### config.mk
export PLATFORM = sky130hd
export DESIGN_NAME = pci_rr_arbiter
export DESIGN_NICKNAME = d
export VERILOG_FILES = /design/src/rtl/pci_arb_pkg.sv /design/src/rtl/pci_arb_rr_pick.sv /design/src/rtl/pci_arb_idle_watch.sv /design/src/rtl/pci_arb_mask.sv /design/src/rtl/pci_rr_arbiter.sv
export SDC_FILE = /design/constraint.sdc
export NUM_CORES = 1
export LEC_CHECK = 0
export ABC_AREA = 1
export CORE_MARGIN = 2
export CORE_UTILIZATION = 49
export DETAILED_ROUTE_END_ITERATION = 10
export MAX_ROUTING_LAYER = met4
export PLACE_DENSITY = 0.75
export SLEW_MARGIN = 20
export SYNTH_ARGS = -nofsm -noshare
export SYNTH_HDL_FRONTEND = slang
export SYNTH_SLANG_ARGS = --single-unit
### constraint.sdc
create_clock -name clk -period 2.89 [get_ports clk]
set_input_delay 0.578 -clock clk [delete_from_list [all_inputs] [get_ports clk]]
set_output_delay 0.578 -clock clk [all_outputs]
set_load 0.03 [all_outputs]
### src/rtl/pci_arb_pkg.sv
package pci_arb_pkg;
  // Index of the requester after idx in circular order over n slots.
  function automatic int wrap_next(int idx, int n);
    return (idx + 1 >= n) ? 0 : idx + 1;
  endfunction
endpackage

### src/rtl/pci_arb_rr_pick.sv
module pci_arb_rr_pick #(
  parameter int N  = 4,
  parameter int IW = 2
) (
  input  logic [N-1:0]  cand,
  input  logic [IW-1:0] start,
  output logic          found,
  output logic [IW-1:0] pick
);
  always_comb begin
    found = 1'b0;
    pick  = '0;
    for (int k = 0; k < N; k++) begin
      int j;
      j = int'(start) + k;
      if (j >= N) j = j - N;
      if (!found && cand[j]) begin
        found = 1'b1;
        pick  = IW'(j);
      end
    end
  end
endmodule

### src/rtl/pci_arb_idle_watch.sv
module pci_arb_idle_watch #(
  parameter int LIMIT = 16,
  localparam int CW   = $clog2(LIMIT)
) (
  input  logic clk,
  input  logic rst_n,
  input  logic clr,
  input  logic count_en,
  output logic expire
);
  logic [CW-1:0] cnt;

  assign expire = count_en && (cnt == CW'(LIMIT - 1));

  always_ff @(posedge clk or negedge rst_n) begin
    if (!rst_n)                cnt <= '0;
    else if (clr || !count_en) cnt <= '0;
    else if (expire)           cnt <= '0;
    else                       cnt <= cnt + 1'b1;
  end
endmodule

### src/rtl/pci_arb_mask.sv
module pci_arb_mask #(
  parameter int N_INT = 2,
  parameter int N_EXT = 2,
  localparam int N    = N_INT + N_EXT
) (
  input  logic         clk,
  input  logic         rst_n,
  input  logic         soft_rst,
  input  logic [N-1:0] req_n,
  input  logic [N-1:0] set_vec,
  output logic [N-1:0] mask
);
  for (genvar i = 0; i < N; i++) begin : g_slot
    if (i < N_INT) begin : g_int
      assign mask[i] = 1'b0;
    end else begin : g_ext
      logic m;
      always_ff @(posedge clk or negedge rst_n) begin
        if (!rst_n)          m <= 1'b0;
        else if (soft_rst)   m <= 1'b0;
        else if (set_vec[i]) m <= 1'b1;
        else if (req_n[i])   m <= 1'b0;
      end
      assign mask[i] = m;
    end
  end
endmodule

### src/rtl/pci_rr_arbiter.sv
module pci_rr_arbiter
  import pci_arb_pkg::*;
#(
  parameter int N_INT       = 2,
  parameter int N_EXT       = 2,
  parameter int IDLE_CLOCKS = 16,
  localparam int N          = N_INT + N_EXT,
  localparam int IW         = $clog2(N)
) (
  input  logic         clk,
  input  logic         rst_n,
  input  logic         soft_rst,
  input  logic [N-1:0] req_n,
  input  logic         frame_n,
  input  logic         irdy_n,
  input  logic         irq_en,
  output logic [N-1:0] gnt_n,
  output logic         broken_status,
  output logic         irq
);
  logic          gnt_on;
  logic [IW-1:0] owner;
  logic          used;
  logic          status_q;

  logic [N-1:0]  mask;
  logic [N-1:0]  eff;
  logic [N-1:0]  others;
  logic [N-1:0]  set_vec;
  logic [IW-1:0] start;
  logic [IW-1:0] pick;
  logic          found;
  logic          act;
  logic          owner_req;
  logic          owner_ext;
  logic          count_en;
  logic          expire;
  logic          release_ok;
  logic          move;

  // Activity: once broken, FRAME# alone is disregarded
  assign act       = status_q ? !irdy_n : (!frame_n || !irdy_n);
  assign eff       = ~req_n & ~mask;
  assign owner_req = eff[owner];
  assign owner_ext = int'(owner) >= N_INT;
  assign others    = eff & ~(N'(1) << owner);
  assign start     = IW'(wrap_next(int'(owner), N));

  assign count_en   = gnt_on && owner_ext && owner_req && !act;
  assign release_ok = gnt_on && !act &&
                      (owner_ext ? (!owner_req || used) : !owner_req);
  assign move       = (release_ok || expire) && found;
  assign set_vec    = expire ? (N'(1) << owner) : '0;

  pci_arb_rr_pick #(.N(N), .IW(IW)) u_pick (
    .cand  (others),
    .start (start),
    .found (found),
    .pick  (pick)
  );

  pci_arb_idle_watch #(.LIMIT(IDLE_CLOCKS)) u_watch (
    .clk      (clk),
    .rst_n    (rst_n),
    .clr      (soft_rst),
    .count_en (count_en),
    .expire   (expire)
  );

  pci_arb_mask #(.N_INT(N_INT), .N_EXT(N_EXT)) u_mask (
    .clk      (clk),
    .rst_n    (rst_n),
    .soft_rst (soft_rst),
    .req_n    (req_n),
    .set_vec  (set_vec),
    .mask     (mask)
  );

  always_ff @(posedge clk or negedge rst_n) begin
    if (!rst_n) begin
      gnt_on   <= 1'b0;
      owner    <= '0;
      used     <= 1'b0;
      status_q <= 1'b0;
    end else if (soft_rst) begin
      gnt_on   <= 1'b0;
      owner    <= '0;
      used     <= 1'b0;
      status_q <= 1'b0;
    end else begin
      if (!gnt_on) begin
        gnt_on <= 1'b1;
        used   <= 1'b0;
      end else if (move) begin
        gnt_on <= 1'b0;
        owner  <= pick;
        used   <= 1'b0;
      end else if (act) begin
        used <= 1'b1;
      end
      if (expire) status_q <= 1'b1;
    end
  end

  always_comb begin
    gnt_n = '1;
    if (gnt_on) gnt_n[owner] = 1'b0;
  end

  assign broken_status = status_q;
  assign irq           = status_q && irq_en;
endmodule

Word level (Yosys, flattened, before mapping)
Index checks and enable logic that the tools add are counted.
{"block": "word_totals", "wordCells": 120, "output_inout_bits": 6, "latchBits": 0, "in_bits": 10, "mem_bits_ro": 0, "ff_bits": 11, "ram_bits": 0, "n_memories": 0}
{"block": "classes", "reduce_logical": 30, "eq_ne": 2, "mux": 53, "n_mul": 0, "add_sub_neg": 9, "n_div": 0, "magnitude_cmp": 12, "n_bitwise": 6, "shift": 1}
{"op": "32-bit by 4-bit < comparator with 1-bit output, second input constant", "count": 4}
{"op": "32-bit 2-to-1 mux", "count": 4}
{"op": "32-bit by 4-bit greater-or-equal comparator with 1-bit output, second input constant", "count": 3}
{"op": "32-bit by 4-bit subtractor with 32-bit output, second input constant", "count": 3}
{"op": "1-bit 2-to-1 mux", "count": 31}
{"op": "2-bit 2-to-1 mux", "count": 8}
{"op": "4-bit 2-to-1 mux", "count": 4}
{"op": "4-bit NOT", "count": 4}
{"op": "1-bit logical AND", "count": 12}
{"op": "1-bit binary-select mux with 2-bit select", "count": 5}
{"op": "4-bit bitwise AND", "count": 2}
{"op": "1-bit zero test", "count": 8}
{"op": "2-bit by 1-bit adder with 3-bit output, second input constant", "count": 2}
{"op": "2-bit by 2-bit adder with 3-bit output, second input constant", "count": 2}
{"op": "2-bit nonzero test", "count": 3}
{"op": "3-bit nonzero test", "count": 2}
{"op": "4-bit by 1-bit adder with 4-bit output, second input constant", "count": 1}
{"op": "4-bit == test, second input constant", "count": 1}
{"op": "1-bit logical OR", "count": 4}
{"op": "4-bit by 2-bit != test with 1-bit output, second input constant", "count": 1}
{"op": "1-bit by 2-bit left shift with 4-bit output, first input constant", "count": 1}
{"op": "2-bit by 3-bit subtractor with 4-bit output, second input constant", "count": 1}
{"op": "2-bit by 3-bit greater-or-equal comparator with 1-bit output, second input constant", "count": 1}
{"op": "3-bit greater-or-equal comparator, second input constant", "count": 1}
{"op": "other kinds (5)", "count": 5}

Longest topological paths before layout
Gate-level depths: netlist (run 1).
{"block": "depth", "ltp_word": 22, "ltp_mapped": 15, "depth_no_buf": 15}

Hierarchy
From an unflattened synthesis (run 1), not the netlist that was laid out.
{"block": "hier_totals", "cells_unflattened": 157, "area_unflattened_um2": 1041.0}
{"module": "pci_rr_arbiter", "seq_area_each_um2": 125.1, "area_per_inst_um2": 407.9, "cells_per_inst": 60, "instances": 1}
{"module": "pci_arb_rr_pick", "seq_area_each_um2": 0.0, "area_per_inst_um2": 319.1, "cells_per_inst": 59, "instances": 1}
{"module": "pci_arb_idle_watch", "seq_area_each_um2": 100.1, "area_per_inst_um2": 197.7, "cells_per_inst": 23, "instances": 1}
{"module": "pci_arb_mask", "seq_area_each_um2": 50.0, "area_per_inst_um2": 116.4, "cells_per_inst": 15, "instances": 1}

Worst setup path before layout (run 1)
OpenSTA, ideal clock, no wires.
{"block": "synth_timing", "kind": "register to register", "start": "register owner[0]", "end": "register owner[0]", "path_stages_with_launch": 14, "path_buffers": 1, "required_ns": 2.774, "arrival_ns": 1.697, "synth_period_minus_slack_ns": 1.813, "setup_slack_ns": 1.077, "setup_ns": 0.116, "path_cell_list": "dfrtp_1 > buf_6 > inv_2 > ha_1 > inv_1 > o21ai_0 > nand2_1 > nand2_1 > nand2_2 > nand4_2 > nand2_2 > nand2_1 > nand2_1 > nand2_1"}
{"block": "synth_via", "elab_chain_len": 21, "elab_cells_between_ends": 65}
{"element": "start: declaration", "line": "pci_rr_arbiter.sv:22", "rtl": "logic [IW-1:0] owner;"}
{"element": "start signal: assignment", "line": "pci_rr_arbiter.sv:96", "rtl": "owner <= pick;"}
{"element": "parallel branches: the longest is 21 deep, another holds 32-bit by 4-bit subtractor with 32-bit output"}
Parallel ways; which one is timed is not known. The select of a mux whose other input is x is not followed.
A chain may end at the register's enable or synchronous reset.

Final worst setup path (run 1)
{"block": "layout_timing", "start": "register owner[0]", "end": "output port gnt_n[2]"}
{"block": "layout_via", "elab_chain_len": 6, "elab_cells_between_ends": 7}
{"element": "2-bit by 3-bit < comparator with 1-bit output (not written as such) or 2-bit by 1-bit greater-or-equal comparator with 1-bit output (tied branches)", "line": "pci_rr_arbiter.sv:107", "rtl": "if (gnt_on) gnt_n[owner] = 1'b0;"}
{"element": "1-bit logical AND (not written as such)", "line": "pci_rr_arbiter.sv:107"}
{"element": "1-bit 2-to-1 mux (not written as such)", "line": "pci_rr_arbiter.sv:107"}
{"element": "1-bit demux with 2-bit select *", "line": "pci_rr_arbiter.sv:107"}
{"element": "4-bit NOT (no source line) *"}
{"element": "4-bit 2-to-1 mux *", "line": "pci_rr_arbiter.sv:107"}
{"element": "end: declaration", "line": "pci_rr_arbiter.sv:17", "rtl": "output logic [N-1:0] gnt_n,"}
Every way passes the cells marked *; elsewhere a longest branch is shown, timed or not.

==> impl_results.html, run 1 <==
<table>
<tr><th>Metric</th><th>Value</th></tr>
<tr><th colspan="2">Outcome</th></tr>
<tr><td>Outcome</td><td>finished, final reports clean</td></tr>
<tr><th colspan="2">Layout</th></tr>
<tr><td>Sequential cell area</td><td>around 280 um2</td></tr>
<tr><td>Core Util, Final</td><td>0.644</td></tr>
<tr><td>Total of fill cells in the finished design</td><td>147</td></tr>
<tr><td>Layout cells sized above 1</td><td>0.0723</td></tr>
<tr><td>Post-layout nets</td><td>roughly 180</td></tr>
<tr><td>Area used by multi-input combinational logic</td><td>between 500 and 600 um2</td></tr>
<tr><td>Count of antenna diodes in the layout</td><td>0</td></tr>
<tr><td>Layout overhead on the synthesized area</td><td>21.2%</td></tr>
<tr><th colspan="2">Timing</th></tr>
<tr><td>Upper clock frequency limit</td><td>just under 400 MHz</td></tr>
<tr><td>Period utilisation layout</td><td>0.877</td></tr>
<tr><td>Final period demand of the worst path</td><td>2.53 ns</td></tr>
<tr><td>Pin slew with the least headroom to its limit</td><td>~0.49 ns</td></tr>
<tr><td>Number of hold violations in the final report</td><td>0</td></tr>
<tr><td>Final setup skew</td><td>~0.0014 ns</td></tr>
<tr><td>Aggregate negative setup slack</td><td>0 ns</td></tr>
<tr><td>Number of endpoints failing setup at the final stage</td><td>0</td></tr>
<tr><td>Worst max-slew margin expressed relative to the limit</td><td>0.673</td></tr>
<tr><td>Unrepaired setup endpoints after global routing</td><td>false</td></tr>
<tr><td>Max-slew violation total from the final report</td><td>0</td></tr>
<tr><th colspan="2">Yosys</th></tr>
<tr><td>Most frequent cell after synthesis</td><td>sky130_fd_sc_hd__nand2_1</td></tr>
<tr><td>Multiplexer share of the synthesized area</td><td>0</td></tr>
<tr><td>Synthesized-area fraction occupied by ao, oa, aoi and oai cells</td><td>0.0687</td></tr>
<tr><td>Fraction of synthesized cell area in xor and xnor cells</td><td>0.00943</td></tr>
<tr><td>Syn Nets</td><td>approximately 160</td></tr>
<tr><td>Gate count after technology mapping</td><td>between 100 and 150</td></tr>
<tr><td>Area share of the leading cell type in the synthesized netlist</td><td>0.296</td></tr>
<tr><td>Main area contributors after synthesis</td><td>sky130_fd_sc_hd__dfrtp_1 30%, sky130_fd_sc_hd__nand2_1 21%, sky130_fd_sc_hd__nand3_1 11%</td></tr>
<tr><td>Simple-gate portion of the synthesized area</td><td>0.473</td></tr>
<tr><td>Library cells used by synthesis</td><td>20</td></tr>
<tr><td>Share of synthesized flip-flops with an asynchronous set or reset</td><td>1.00</td></tr>
<tr><td>Cell taking the most area after synthesis</td><td>sky130_fd_sc_hd__dfrtp_1</td></tr>
<tr><td>Post-synthesis adder-cell area fraction</td><td>0.0674</td></tr>
<tr><td>Count of flip-flops with a built-in enable after synthesis</td><td>0</td></tr>
<tr><td>Predominant post-synthesis flop cell</td><td>sky130_fd_sc_hd__dfrtp_1</td></tr>
<tr><td>Largest family of logic cells by synthesized area</td><td>simple AND/OR/NAND/NOR gates</td></tr>
<tr><td>Post-synthesis cell area</td><td>around 930 um2</td></tr>
<tr><td>#FFs+latches synth</td><td>11</td></tr>
<tr><td>Commonest cells post-synth</td><td>52 x sky130_fd_sc_hd__nand2_1, 20 x sky130_fd_sc_hd__nand3_1, 19 x sky130_fd_sc_hd__nor2_1</td></tr>
<tr><td>Sequential share of the synthesized area</td><td>0.296</td></tr>
<tr><td>Average cell area after synthesis</td><td>6.27 um2</td></tr>
<tr><td>YS warnings</td><td>0</td></tr>
<tr><th colspan="2">GRT</th></tr>
<tr><td>First-pass GRT wire length</td><td>about 3.3 mm</td></tr>
<tr><td>Overflow left after global routing</td><td>0</td></tr>
<tr><td>Vias in the first global route</td><td>slightly above 800</td></tr>
<tr><td>Largest net degree at the start of global routing</td><td>12</td></tr>
<tr><td>Number of antenna violations at the first check in global routing</td><td>0</td></tr>
<tr><td>Overall global routing resource usage</td><td>0.215</td></tr>
<tr><th colspan="2">Clock tree</th></tr>
<tr><td>TritonCTS clock tree</td><td>yes</td></tr>
<tr><td>Clock buffers created by TritonCTS</td><td>3</td></tr>
<tr><td>PostCTS Resize Cnt</td><td>0</td></tr>
<tr><td>Insertion delay of the later-clocked pin in the worst-skew pair</td><td>0.26 ns</td></tr>
<tr><td>Clock Root Buffer</td><td>sky130_fd_sc_hd__clkbuf_4</td></tr>
<tr><td>Number of H-tree levels</td><td>1</td></tr>
<tr><td>Number of hold buffers added after CTS</td><td>0</td></tr>
<tr><td>Worst-case clock buffer depth</td><td>2</td></tr>
<tr><td>Clock tree sinks</td><td>11</td></tr>
<tr><td>Post-CTS setup buffer count</td><td>0</td></tr>
<tr><td>Clock transition time at the flip-flop clock pins of the worst setup and hold paths</td><td>around 0.070 ns</td></tr>
<tr><th colspan="2">Detailed routing</th></tr>
<tr><td>Met2 WL</td><td>1.02 mm</td></tr>
<tr><td>Violation count after the first detailed-routing iteration</td><td>28</td></tr>
<tr><td>Avg WL per Cell</td><td>10.7 um</td></tr>
<tr><td>Highest metal layer with signal wires</td><td>met4</td></tr>
<tr><td>DR pass1 iterations</td><td>4</td></tr>
<tr><td>Count of unresolved DRC violations after routing</td><td>0</td></tr>
<tr><td>Vias per Instance</td><td>a little over 5</td></tr>
<tr><td>Final antenna-violating net count</td><td>0</td></tr>
<tr><td>Met3 wire length</td><td>65 um</td></tr>
<tr><td>Via count</td><td>roughly 960</td></tr>
<tr><td>Total length of routed wires</td><td>roughly 2.1 mm</td></tr>
<tr><td>Detailed-routing wirelength on met1</td><td>~960 um</td></tr>
<tr><th colspan="2">Floorplan</th></tr>
<tr><td>Row cnt</td><td>15</td></tr>
<tr><td>Core Area</td><td>0.00175 mm2</td></tr>
<tr><td>Initial Util</td><td>0.532</td></tr>
<tr><td>Area of the die</td><td>between 0.002 and 0.0025 mm2</td></tr>
<tr><td>Die boundary height</td><td>47.5 um</td></tr>
<tr><td>Die W</td><td>47.5 um</td></tr>
<tr><td>Number of placed I/O pins</td><td>16</td></tr>
<tr><th colspan="2">Setup path</th></tr>
<tr><td>Worst setup EP type</td><td>output pin</td></tr>
<tr><td>Arrival time at the worst endpoint</td><td>slightly below 2 ns</td></tr>
<tr><td>R2R cell count</td><td>12</td></tr>
<tr><td>Top delay family on crit path</td><td>buffers and inverters</td></tr>
<tr><td>Worst-path maximum fanout</td><td>10</td></tr>
<tr><td>Sequence of cells on the critical path</td><td>inv_2 &gt; ha_1 &gt; nand2_1 &gt; clkdlybuf4s50_1</td></tr>
<tr><td>Crit path max-delay cell type</td><td>sky130_fd_sc_hd__clkdlybuf4s50_1</td></tr>
<tr><td>Total stage count of the critical path</td><td>4</td></tr>
<tr><td>Buffer and inverter count on the worst path</td><td>2</td></tr>
<tr><td>Endpoint of the lowest-slack register-to-register path</td><td>owner[0]</td></tr>
<tr><td>Worst stage delay on the critical path</td><td>0.66 ns</td></tr>
<tr><td>Launching element of the worst setup path</td><td>owner[0]</td></tr>
<tr><td>Startpoint types</td><td>flop</td></tr>
<tr><td>Setup slack, reg-to-reg</td><td>between 0.6 and 0.7 ns</td></tr>
<tr><td>Reg-to-reg critical path startpoint</td><td>owner[0]</td></tr>
<tr><td>Crit Path Category</td><td>reg2out</td></tr>
<tr><td>Critical path data required time</td><td>about 2.3 ns</td></tr>
<tr><th colspan="2">Job</th></tr>
<tr><td>Max_cap viols</td><td>0</td></tr>
<tr><th colspan="2">Min path</th></tr>
<tr><td>Worst Min Path Start</td><td>u_watch.cnt[0]</td></tr>
<tr><td>Hold Path Depth</td><td>1</td></tr>
<tr><td>Class of the worst hold path</td><td>reg2reg</td></tr>
<tr><td>Endpoint of the worst hold-timing path</td><td>u_watch.cnt[0]</td></tr>
<tr><th colspan="2">Pwr</th></tr>
<tr><td>Leakage power figure</td><td>approximately 0.58 nW</td></tr>
<tr><td>Worst supply voltage drop on vdd</td><td>between 0.3 and 0.4 mV</td></tr>
<tr><td>Total Power</td><td>between 0.0008 and 0.0009 W</td></tr>
<tr><td>Power per cell area</td><td>between 700 and 800 mW/mm2</td></tr>
<tr><th colspan="2">Placed design</th></tr>
<tr><td>Total of buffers placed on input and output ports</td><td>15</td></tr>
<tr><td>Final Wtd Congestion</td><td>0.892</td></tr>
<tr><td>Detail Placement HPWL</td><td>~1.7 mm</td></tr>
</table>
## kinds of logic (layout without fill, tap and decap cells)
family	after synthesis	count (layout)
AND/OR/NAND/NOR	100	100
flip-flops	11	11
XOR/XNOR	1	1
adder cells (fa/ha/maj)	5	5
buffers and inverters	19	37
AO/OA/AOI/OAI	12	12
## worst max path at each step
| stage | endpoint | slack, ns |
|---|---|---|
| floorplan | owner[0] | 1.08 |
| global placement | irq | 0.54 |
| detailed placement | irq | 0.52 |
| CTS | gnt_n[2] | 0.36 |
| global route | gnt_n[2] | 0.24 |
| finish | gnt_n[2] | 0.36 |
## registers in the layout, summed over array words and instances (netlist names)
signal and flops:
u_watch.cnt 4, u_mask.g_slot.g_ext.m 2, broken_status 1, owner 2
used 1, gnt_on 1
## metrics by stage
| stage | area [um2] | hold WS (ns) | instances | worst slack, ns |
|---|---|---|---|---|
| after global placement | 1100 | 0.447 | 187 | 0.540 |
| after CTS | 1120 | 0.466 | 191 | 0.359 |
| final | 1120 | 0.463 | 191 | 0.355 |
| after detailed placement | 1100 | 0.457 | 187 | 0.523 |
| after global routing | 1120 | 0.473 | 191 | 0.241 |
| after floorplan | 928 | 0.282 | 148 | 1.08 |
## power by group
part	internal (W)	switching, W
clock	0.0000533	0.0000480
combinational	0.000201	0.000361
sequential	0.000164	0.0000263
total	0.000418	0.000436
## layout make-up
cell class | instances | area share
sequential | 11 | 0.245
clock buffer | 4 | 0.0234
tap | 25 | 0.0278
inverter | 18 | 0.0601
timing repair buffer | 15 | 0.133
multi-input combinational | 118 | 0.511
## per-layer routing
| layer | up-vias | GRT usage |
|---|---|---|
| met2 | 22 | 0.359 |
| met5 | - | - |
| met1 | 432 | 0.261 |
| met4 | 0 | 0.0611 |
| li1 | 505 | - |
| met3 | 2 | 0.0415 |
## cells in the final DEF, fill, tap and decap left out, drive strengths merged
master and n:
clkbuf 4, ha 5, nand3 20, nor2 20, nand2 57, and2 1
inv 18, o21ai 7, a21oi 3, clkdlybuf4s50 15, nand4 2, a31oi 1
dfrtp 11, xor2 1, o211ai 1
## worst register-to-register path, delay by kind of cell (launching register included)
kind / cells / cell delay (ns)
AOI/OAI and AO/OA: 1 / 0.16
adders and majority gates: 1 / 0.39
buffers and inverters: 2 / 0.31
DFF: 1 / 0.56
and+or+nand+nor: 8 / 0.70
(Power assumes the default switching activity.)
==> run 2, diff against run 1 <==
--- a/config.mk
+++ b/config.mk
@@ -5,12 +5,11 @@
 export SDC_FILE = /design/constraint.sdc
 export NUM_CORES = 1
 export LEC_CHECK = 0
-export ABC_AREA = 1
 export CORE_MARGIN = 2
 export CORE_UTILIZATION = 49
 export DETAILED_ROUTE_END_ITERATION = 10
 export MAX_ROUTING_LAYER = met4
-export PLACE_DENSITY = 0.75
+export PLACE_DENSITY = 0.74
 export SLEW_MARGIN = 20
 export SYNTH_ARGS = -nofsm -noshare
 export SYNTH_HDL_FRONTEND = slang
==> run 2 against run 1 <==
- routed wire length increased by 5.2%
- fmax decreased by 3.3%
- first-iteration DRC count decreased by 3.6%
- global-route usage about the same
- cell count decreased by 19%
- critical endpoint unchanged
- largest cell class unchanged
==> impl_results.html, run 2 <==
<table>
<tr><th>Metric</th><th>Value</th></tr>
<tr><th colspan="2">Timing</th></tr>
<tr><td>Upper clock frequency limit</td><td>381 MHz (-3.3%)</td></tr>
<tr><td>Pin slew with the least headroom to its limit</td><td>0.501 ns (+0.0116 ns)</td></tr>
<tr><td>Final period demand of the worst path</td><td>2.62 ns (+0.0875 ns)</td></tr>
<tr><td>Number of hold violations in the final report</td><td>0 (unchanged)</td></tr>
<tr><td>Aggregate negative setup slack</td><td>0 ns (unchanged)</td></tr>
<tr><td>Worst max-slew margin expressed relative to the limit</td><td>0.665 (-0.00818)</td></tr>
<tr><td>Number of endpoints failing setup at the final stage</td><td>0 (unchanged)</td></tr>
<tr><td>Period utilisation layout</td><td>0.907 (+0.0303)</td></tr>
<tr><td>Max-slew violation total from the final report</td><td>0 (unchanged)</td></tr>
<tr><td>Unrepaired setup endpoints after global routing</td><td>false</td></tr>
<tr><td>Final setup skew</td><td>0.00237 ns (+0.000932 ns)</td></tr>
<tr><th colspan="2">Clock tree</th></tr>
<tr><td>Number of H-tree levels</td><td>1 (unchanged)</td></tr>
<tr><td>Insertion delay of the later-clocked pin in the worst-skew pair</td><td>0.26 ns (about the same)</td></tr>
<tr><td>TritonCTS clock tree</td><td>yes</td></tr>
<tr><td>Clock tree sinks</td><td>11 (unchanged)</td></tr>
<tr><td>Clock Root Buffer</td><td>sky130_fd_sc_hd__clkbuf_4</td></tr>
<tr><td>Worst-case clock buffer depth</td><td>2 (unchanged)</td></tr>
<tr><td>Clock buffers created by TritonCTS</td><td>3 (unchanged)</td></tr>
<tr><td>Clock transition time at the flip-flop clock pins of the worst setup and hold paths</td><td>0.07 ns (about the same)</td></tr>
<tr><td>PostCTS Resize Cnt</td><td>0 (unchanged)</td></tr>
<tr><td>Post-CTS setup buffer count</td><td>0 (unchanged)</td></tr>
<tr><td>Number of hold buffers added after CTS</td><td>0 (unchanged)</td></tr>
<tr><th colspan="2">Detailed routing</th></tr>
<tr><td>DR pass1 iterations</td><td>4 (unchanged)</td></tr>
<tr><td>Final antenna-violating net count</td><td>0 (unchanged)</td></tr>
<tr><td>Vias per Instance</td><td>5.88 (+17%)</td></tr>
<tr><td>Total length of routed wires</td><td>2.16 mm (+5.2%)</td></tr>
<tr><td>Count of unresolved DRC violations after routing</td><td>0 (unchanged)</td></tr>
<tr><td>Violation count after the first detailed-routing iteration</td><td>27 (-3.6%)</td></tr>
<tr><td>Via count</td><td>905 (-5.8%)</td></tr>
<tr><td>Avg WL per Cell</td><td>14.0 um (+30%)</td></tr>
<tr><th colspan="2">Layout</th></tr>
<tr><td>Top register by number of flip-flops</td><td>u_watch.cnt</td></tr>
<tr><td>Flip-flop count of the largest register after layout</td><td>4 (unchanged)</td></tr>
<tr><td>Registers with the most flip-flops</td><td>u_watch.cnt x4, owner x2, u_mask.g_slot.g_ext.m x2</td></tr>
<tr><td>Leading cell type in the layout, fill and taps excluded</td><td>sky130_fd_sc_hd__nor2_1</td></tr>
<tr><td>Layout cells sized above 1</td><td>0.0945 (+0.0222)</td></tr>
<tr><td>Count of antenna diodes in the layout</td><td>0 (unchanged)</td></tr>
<tr><td>Most used cells in the layout excluding fill and tap cells</td><td>17 x sky130_fd_sc_hd__nor2_1, 15 x sky130_fd_sc_hd__clkdlybuf4s50_1, 11 x sky130_fd_sc_hd__dfrtp_1</td></tr>
<tr><td>Layout overhead on the synthesized area</td><td>19.2%</td></tr>
<tr><td>Core Util, Final</td><td>0.604 (-0.0405)</td></tr>
<tr><td>Post-layout nets</td><td>143 (-21%)</td></tr>
<tr><th colspan="2">Yosys</th></tr>
<tr><td>Predominant post-synthesis flop cell</td><td>sky130_fd_sc_hd__dfrtp_1</td></tr>
<tr><td>#FFs+latches synth</td><td>11 (unchanged)</td></tr>
<tr><td>Most frequent cell after synthesis</td><td>sky130_fd_sc_hd__nor2_1</td></tr>
<tr><td>Average cell area after synthesis</td><td>8.60 um2 (+37%)</td></tr>
<tr><td>Post-synthesis cell area</td><td>963 um2 (+3.8%)</td></tr>
<tr><td>Count of flip-flops with a built-in enable after synthesis</td><td>0 (unchanged)</td></tr>
<tr><td>Main area contributors after synthesis</td><td>sky130_fd_sc_hd__dfrtp_1 29%, sky130_fd_sc_hd__nor2_1 6.6%, sky130_fd_sc_hd__ha_1 6.5%</td></tr>
<tr><td>Syn Nets</td><td>127 (-22%)</td></tr>
<tr><td>YS warnings</td><td>0 (unchanged)</td></tr>
<tr><td>Library cells used by synthesis</td><td>42 (+110%)</td></tr>
<tr><td>Area share of the leading cell type in the synthesized netlist</td><td>0.286 (-0.0108)</td></tr>
<tr><td>Cell taking the most area after synthesis</td><td>sky130_fd_sc_hd__dfrtp_1</td></tr>
<tr><td>Sequential share of the synthesized area</td><td>0.286 (-0.0108)</td></tr>
<tr><td>Gate count after technology mapping</td><td>112 (-24%)</td></tr>
<tr><td>Share of synthesized flip-flops with an asynchronous set or reset</td><td>1.00 (unchanged)</td></tr>
<tr><td>Commonest cells post-synth</td><td>17 x sky130_fd_sc_hd__nor2_1, 11 x sky130_fd_sc_hd__dfrtp_1, 7 x sky130_fd_sc_hd__nand2_1</td></tr>
<tr><th colspan="2">GRT</th></tr>
<tr><td>Overflow left after global routing</td><td>0 (unchanged)</td></tr>
<tr><td>Largest net degree at the start of global routing</td><td>15 (+3)</td></tr>
<tr><td>Vias in the first global route</td><td>910 (+12%)</td></tr>
<tr><td>First-pass GRT wire length</td><td>3.91 mm (+17%)</td></tr>
<tr><td>Overall global routing resource usage</td><td>0.215 (about the same)</td></tr>
<tr><td>Number of antenna violations at the first check in global routing</td><td>0 (unchanged)</td></tr>
<tr><th colspan="2">Setup path</th></tr>
<tr><td>Worst-path maximum fanout</td><td>13 (+3)</td></tr>
<tr><td>Crit Path Category</td><td>reg2out</td></tr>
<tr><td>Critical path data required time</td><td>2.31 ns (about the same)</td></tr>
<tr><td>Worst stage delay on the critical path</td><td>0.67 ns (about the same)</td></tr>
<tr><td>Worst setup EP type</td><td>output pin</td></tr>
<tr><td>Arrival time at the worst endpoint</td><td>2.04 ns (+0.08 ns)</td></tr>
<tr><td>Setup slack, reg-to-reg</td><td>0.33 ns (-0.33 ns)</td></tr>
<tr><td>Sequence of cells on the critical path</td><td>inv_1 &gt; ha_1 &gt; nand2_1 &gt; clkdlybuf4s50_1</td></tr>
<tr><td>Top delay family on crit path</td><td>buffers and inverters</td></tr>
<tr><td>Startpoint types</td><td>flop</td></tr>
<tr><td>Crit path max-delay cell type</td><td>sky130_fd_sc_hd__clkdlybuf4s50_1</td></tr>
<tr><td>Buffer and inverter count on the worst path</td><td>2 (unchanged)</td></tr>
<tr><th colspan="2">Pwr</th></tr>
<tr><td>Leakage power figure</td><td>0.428 nW (-27%)</td></tr>
<tr><td>Worst supply voltage drop on vdd</td><td>0.251 mV (-28%)</td></tr>
<tr><td>Power per cell area</td><td>304 mW/mm2 (-60%)</td></tr>
<tr><th colspan="2">Outcome</th></tr>
<tr><td>Outcome</td><td>finished, final reports clean</td></tr>
<tr><th colspan="2">Floorplan</th></tr>
<tr><td>Row cnt</td><td>16 (+1)</td></tr>
<tr><td>Area of the die</td><td>0.00234 mm2 (+3.5%)</td></tr>
<tr><td>Core Area</td><td>0.00190 mm2 (+9.0%)</td></tr>
<tr><td>Number of placed I/O pins</td><td>16 (unchanged)</td></tr>
<tr><td>Initial Util</td><td>0.507 (-0.0253)</td></tr>
<tr><td>Die W</td><td>48.3 um (+1.7%)</td></tr>
<tr><td>Die boundary height</td><td>48.3 um (+1.7%)</td></tr>
<tr><th colspan="2">Placed design</th></tr>
<tr><td>Detail Placement HPWL</td><td>1.68 mm (+0.83%)</td></tr>
<tr><td>Final Wtd Congestion</td><td>0.885 (-0.72%)</td></tr>
<tr><td>Total of buffers placed on input and output ports</td><td>15 (unchanged)</td></tr>
<tr><th colspan="2">Job</th></tr>
<tr><td>Max_cap viols</td><td>0 (unchanged)</td></tr>
<tr><th colspan="2">Min path</th></tr>
<tr><td>Class of the worst hold path</td><td>reg2reg</td></tr>
</table>
-- run 2: changes by cell type in the layout (fill, tap and decap cells not counted), sizes merged, moves of 3 or more --
cell / change
nand2: -50
nand3: -18
inv: -12
nor3: +7
nor4: +5
nor4b: +4
a2111oi: +3
mux2i: +3
nor2: -3
or3: +3
-- run 2: path summary, 6_finish.rpt --
kind / startpoint / endpoint / cells past startpoint
hold reg to reg: u_watch.cnt[0] / u_watch.cnt[0] / 1
hold / removal: u_watch.cnt[0] / u_watch.cnt[0] / 1
min in group asynchronous: rst_n / owner[0] / 1
max in group asynchronous: rst_n / used / 1
setup / recovery: owner[0] / gnt_n[2] / 4
setup reg to reg: owner[0] / owner[1] / 6
-- run 2: power breakdown --
part,switching [W],total [W],internal [W]
sequential,0.00000475,0.000161,0.000156
clock,0.0000478,0.000101,0.0000533
combinational,0.0000469,0.0000873,0.0000404
total,0.0000994,0.000350,0.000250
-- run 2: cell families after synthesis --
group           count (synthesis)  synth area share
simple gates                   52             0.303
compound gates                 26             0.209
buf+inv                        12            0.0649
flops                          11             0.286
fa+ha+maj                       5            0.0649
mux                             4            0.0545
xor+xnor                        2            0.0182
-- run 2: cell type report --
cell class	count	area, um2
Clock buffer	4	26.3
Fill cell	186	753
Inverter	6	22.5
Multi-Input combinational cell	89	626
Sequential cell	11	275
Tap cell	27	33.8
Timing Repair Buffer	17	165
-- run 2: stage by stage --
step                      power [W]  std cells  setup slack [ns]  hold WS (ns)  area (um2)
after floorplan            0.000219        112             0.819         0.282         963
after global placement     0.000250        150             0.387         0.455        1120
after detailed placement   0.000251        150             0.335         0.456        1120
after CTS                  0.000354        154             0.275         0.465        1150
after global routing       0.000370        154             0.149         0.476        1150
final                      0.000350        154             0.268         0.463        1150
-- run 2: per-layer routing --
metal | part of all wire | vias to the layer above | GRT usage
met1 | 0.46 | 432 | 0.243
met3 | 0.040 | 4 | 0.0617
li1 | - | 451 | -
met4 | 0.020 | 0 | 0.0762
met2 | 0.48 | 18 | 0.363
met5 | 0 | - | -
-- run 2: worst register-to-register path: stages (launching register included) --
cell and delay, ns:
sky130_fd_sc_hd__dfrtp_1 0.62, sky130_fd_sc_hd__ha_1 0.47, sky130_fd_sc_hd__or2_1 0.32, sky130_fd_sc_hd__mux2i_1 0.48, sky130_fd_sc_hd__inv_1 0.09, sky130_fd_sc_hd__o311ai_1 0.33, sky130_fd_sc_hd__o32ai_1 0.12
